<file path="config.mk">
export PLATFORM = sky130hd
export DESIGN_NAME = evreg_top
export DESIGN_NICKNAME = d
export VERILOG_FILES = /design/src/rtl/evreg_pkg.sv /design/src/rtl/evreg_flags.sv /design/src/rtl/evreg_mask.sv /design/src/rtl/evreg_summary.sv /design/src/rtl/evreg_top.sv
export SDC_FILE = /design/constraint.sdc
export NUM_CORES = 1
export LEC_CHECK = 0
export BUFFER_PORTS_ARGS = -buffer_cell sky130_fd_sc_hd__clkbuf_2
export CAP_MARGIN = 15
export CORE_MARGIN = 2
export CORE_UTILIZATION = 43
export DETAILED_ROUTE_END_ITERATION = 12
export PLACE_DENSITY = 0.77
export SLEW_MARGIN = 10
export SYNTH_ARGS = -nofsm -noshare
export SYNTH_HDL_FRONTEND = slang
export SYNTH_HIERARCHICAL = 1
export SYNTH_SLANG_ARGS = --single-unit
export TNS_END_PERCENT = 100
</file>
<file path="constraint.sdc">
create_clock -name clk -period 1.7 [get_ports clk]
set_clock_uncertainty 0.2 [all_clocks]
set_input_delay 0.34 -clock clk [delete_from_list [all_inputs] [get_ports clk]]
set_output_delay 0.34 -clock clk [all_outputs]
set_load 0.1 [all_outputs]
</file>
<file path="src/rtl/evreg_pkg.sv">
package evreg_pkg;

    typedef struct packed {
        logic global_clr;
        logic read_clr;
    } clr_req_t;

    typedef struct packed {
        logic load;
    } mask_req_t;

    function automatic logic clear_active(input clr_req_t req);
        return req.global_clr | req.read_clr;
    endfunction

endpackage

</file>
<file path="src/rtl/evreg_flags.sv">
module evreg_flags
    import evreg_pkg::*;
#(
    parameter int WIDTH = 8
) (
    input  logic             clk,
    input  logic             rst,
    input  logic [WIDTH-1:0] pulse,
    input  clr_req_t         clr_req,
    output logic [WIDTH-1:0] flags_q,
    output logic [WIDTH-1:0] flags_nxt
);

    logic wipe;
    assign wipe = clear_active(clr_req);

    for (genvar i = 0; i < WIDTH; i++) begin : g_bit
        // Pulse has priority over clear so a colliding event is kept
        always_comb begin
            if (pulse[i])
                flags_nxt[i] = 1'b1;
            else if (wipe)
                flags_nxt[i] = 1'b0;
            else
                flags_nxt[i] = flags_q[i];
        end

        always_ff @(posedge clk) begin
            if (rst)
                flags_q[i] <= 1'b0;
            else
                flags_q[i] <= flags_nxt[i];
        end
    end

endmodule

</file>
<file path="src/rtl/evreg_mask.sv">
module evreg_mask
    import evreg_pkg::*;
#(
    parameter int WIDTH = 8
) (
    input  logic             clk,
    input  logic             rst,
    input  mask_req_t        req,
    input  logic [WIDTH-1:0] wdata,
    output logic [WIDTH-1:0] mask_q,
    output logic [WIDTH-1:0] mask_nxt
);

    assign mask_nxt = req.load ? wdata : mask_q;

    always_ff @(posedge clk) begin
        if (rst)
            mask_q <= '0;
        else
            mask_q <= mask_nxt;
    end

endmodule

</file>
<file path="src/rtl/evreg_summary.sv">
module evreg_summary #(
    parameter int WIDTH = 8
) (
    input  logic             clk,
    input  logic             rst,
    input  logic [WIDTH-1:0] flags_nxt,
    input  logic [WIDTH-1:0] mask_nxt,
    output logic             sum_q
);

    logic [WIDTH-1:0] hits;
    assign hits = flags_nxt & mask_nxt;

    always_ff @(posedge clk) begin
        if (rst)
            sum_q <= 1'b0;
        else
            sum_q <= |hits;
    end

endmodule

</file>
<file path="src/rtl/evreg_top.sv">
module evreg_top
    import evreg_pkg::*;
#(
    parameter int WIDTH = 8
) (
    input  logic             clk,
    input  logic             rst,
    input  logic [WIDTH-1:0] evt_in,
    input  logic             clr_all,
    input  logic             en_wr,
    input  logic [WIDTH-1:0] en_wdata,
    output logic [WIDTH-1:0] en_rdata,
    input  logic             ev_rd,
    output logic [WIDTH-1:0] ev_rdata,
    output logic             summary
);

    clr_req_t         clr_req;
    mask_req_t        mask_req;
    logic [WIDTH-1:0] flags_nxt;
    logic [WIDTH-1:0] mask_nxt;

    assign clr_req.global_clr = clr_all;
    assign clr_req.read_clr   = ev_rd;
    assign mask_req.load      = en_wr;

    evreg_flags #(.WIDTH(WIDTH)) u_flags (
        .clk       (clk),
        .rst       (rst),
        .pulse     (evt_in),
        .clr_req   (clr_req),
        .flags_q   (ev_rdata),
        .flags_nxt (flags_nxt)
    );

    evreg_mask #(.WIDTH(WIDTH)) u_mask (
        .clk      (clk),
        .rst      (rst),
        .req      (mask_req),
        .wdata    (en_wdata),
        .mask_q   (en_rdata),
        .mask_nxt (mask_nxt)
    );

    evreg_summary #(.WIDTH(WIDTH)) u_sum (
        .clk       (clk),
        .rst       (rst),
        .flags_nxt (flags_nxt),
        .mask_nxt  (mask_nxt),
        .sum_q     (summary)
    );

endmodule

</file>
==> results_dict.tcl <==
set metrics [dict create \
    m1WireLength_um 680 \
    port_buffers 37 \
    holdPathEnd "u_flags/flags_q[0]$_SDFF_PP0_" \
    setup_viol 0 \
    placed_area_um2 975 \
    ys_warn_count 6 \
    ctsResizeCount 0 \
    drive_gt1_frac 0.568 \
    clock_latency_ns 0.29 \
    critPathSlowestCell "clkbuf_2" \
    layout_min_cycle_time_ns 1.62 \
    num_vias 632 \
    worst_slew_pin_slew_ns 0.546 \
    hold_class "in -> reg" \
    rrSetupSlack_ns 0.36 \
    drtIter0Drc 10 \
    path_buf_inv 1 \
    ys_seq_elements 17 \
    crit_arrival_ns 1.08 \
    finalPower_mw 0.982 \
    synthDistinctLibCells 11 \
    min_from "evt_in[0]" \
    route.detailed.drc 0 \
    grt_pass1_wl_mm 2.39 \
    avgSynthCellArea_um2 10.2 \
    core_area_mm2 0.00156 \
    fp.dieH_um 45.3 \
    met3WireLength_um 88 \
    r2r_start "u_flags/flags_q[7]$_SDFF_PP0_" \
    fin_cells 127 \
    nNetsFinal 133 \
    worstRegToRegCells 4 \
    pre_cts_ws_ns 0.0999 \
    grt_use_total 0.164 \
    finalInstanceArea_mm2 0.00100 \
    hold_depth 3 \
    fin_crit_sh 0.953 \
    cts_hold_buf 0 \
    grt_antenna_before_repair 0 \
    netlist_area_um2 734 \
    fillers 131 \
    maxSlewHeadroom 0.637 \
    p_per_area_mw_per_mm2 980 \
    dr.max_layer_used "met4" \
    clock-root-buffer "clkbuf_4" \
    wl_per_cell_um 12.6 \
    status "completed" \
    fin_util 0.643 \
    die_width_um 45.3 \
    slew_viol_final 0 \
    grt_start_max_net_pins 18 \
    slowest_delay_ns 0.44 \
    antenna_left 0 \
    finalWorstSetupSlack_ns 0.0801 \
    post_cts_buffers 0 \
    cts-htree-levels 1 \
    syn_to_final_growth_pct 36.5 \
    clkSinkCount 17 \
    vias_per_cell 4.98 \
    wl_mm 1.60 \
    critPathKind "reg -> out" \
    leakage_nw 0.524 \
    ir_worst_vdd_mv 0.566 \
    globalplace.congestion 0.747 \
    dr.pass1.iters 5 \
    maxCapViolCount 0 \
    initial_core_util 0.471 \
    crit_chain "clkbuf_2" \
    path_max_fanout 2 \
    grt_pass1_vias 598 \
    cts_made_buffers 3 \
    whs_ns 0.0665 \
    endpoint_kind "primary output" \
    cts_tree "done" \
    reg2reg_to "u_sum/sum_q$_SDFF_PP0_" \
    placed_cells 123 \
    cp.required_ns 1.16 \
    fin_setup_tns_ns 0 \
    clock_path_buffers 2 \
    met2_length_um 824 \
    pin_count 38 \
    synthCells 72 \
    rows 14 \
    dieArea_mm2 0.00205 \
    synth_nets 93 \
    grt-ovfl-total 0 \
    fmax_ghz 0.617 \
    seq_area_frac_synth 0.463 \
    rsz0062_at_grt "false" \
    finalHoldViolCount 0 \
    diodes 0 \
    crit_family "buffers and inverters" \
    path_clk_slew_ns 0.11 \
    crit_path_start_kind "flop" \
    hpwl_mm 1.26 \
]
-- power by group --
part           leakage (nW)  internal, mW  switching (mW)
sequential            0.145         0.427          0.0112
clock                0.0177        0.0874           0.129
combinational         0.361        0.0887           0.239
total                 0.524         0.603           0.379
-- how the worst max path moves through the flow --
| stage | start | to | slack (ns) | cells past startpoint |
|---|---|---|---|---|
| after global routing | u_flags/flags_q[0]$_SDFF_PP0_ | ev_rdata[0] | 0.05 | 1 |
| after CTS | u_flags/flags_q[0]$_SDFF_PP0_ | ev_rdata[0] | 0.07 | 1 |
| after floorplan | u_mask/mask_q[3]$_SDFF_PP0_ | u_sum/sum_q$_SDFF_PP0_ | 0.006 | 3 |
| after detailed placement | en_wr | u_sum/sum_q$_SDFF_PP0_ | 0.1 | 4 |
| final | u_flags/flags_q[3]$_SDFF_PP0_ | ev_rdata[3] | 0.08 | 1 |
| after global placement | en_wr | u_sum/sum_q$_SDFF_PP0_ | 0.13 | 4 |
-- worst register-to-register path, stage by stage (launching register included) --
cell     delay [ns]
dfxtp_2        0.34
or3b_1         0.36
nand2_1        0.09
a22oi_1        0.09
a41oi_1        0.20
-- sequential cells by signal, summed over array words and instances, names as in the netlist --
register	cells
u_flags/flags_q	8
u_mask/mask_q	8
u_sum/sum_q	1
-- placed cells by master, fill, tap and decap left out, drive strengths merged --
cell type	n
buf	13
dfxtp	17
a21oi	8
mux2	8
clkbuf	27
or3b	8
inv	8
nand2	8
nor2b	8
a22oi	4
clkinv	1
a41oi	1
-- metal layers --
metal  up-vias  global-route usage
li1        324                   -
met1       284               0.196
met2        22               0.269
met3         2              0.0400
met4         0              0.0882
met5         -                   0
-- final cells by class --
| type | instances | area (um^2) | share of cell area |
|---|---|---|---|
| multi-input combinational | 45 | 349 | 0.348 |
| tap | 16 | 20.0 | 0.0200 |
| sequential | 17 | 358 | 0.357 |
| clock inverter | 1 | 5.00 | 0.00499 |
| inverter | 8 | 30.0 | 0.0300 |
| timing repair buffer | 37 | 218 | 0.217 |
| clock buffer | 3 | 22.5 | 0.0225 |
-- cells in the mapped netlist --
library cell / number / area share
a41oi_1: 1 / 0.012
nor2b_1: 8 / 0.068
dfxtp_1: 17 / 0.46
buf_6: 1 / 0.015
mux2_4: 8 / 0.16
inv_1: 8 / 0.041
or3b_1: 8 / 0.095
a22oi_1: 4 / 0.041
nand2_1: 8 / 0.041
buf_1: 1 / 0.0051
a21oi_1: 8 / 0.055
-- logic make-up (layout without fill, tap and decap cells) --
group,Yosys count,after routing,share of synthesized area
AO/OA/AOI/OAI,13,13,0.107
buffers and inverters,10,49,0.0613
flip-flops,17,17,0.463
AND/OR/NAND/NOR,24,24,0.204
multiplexers,8,8,0.164
(Power assumes the default switching activity.)
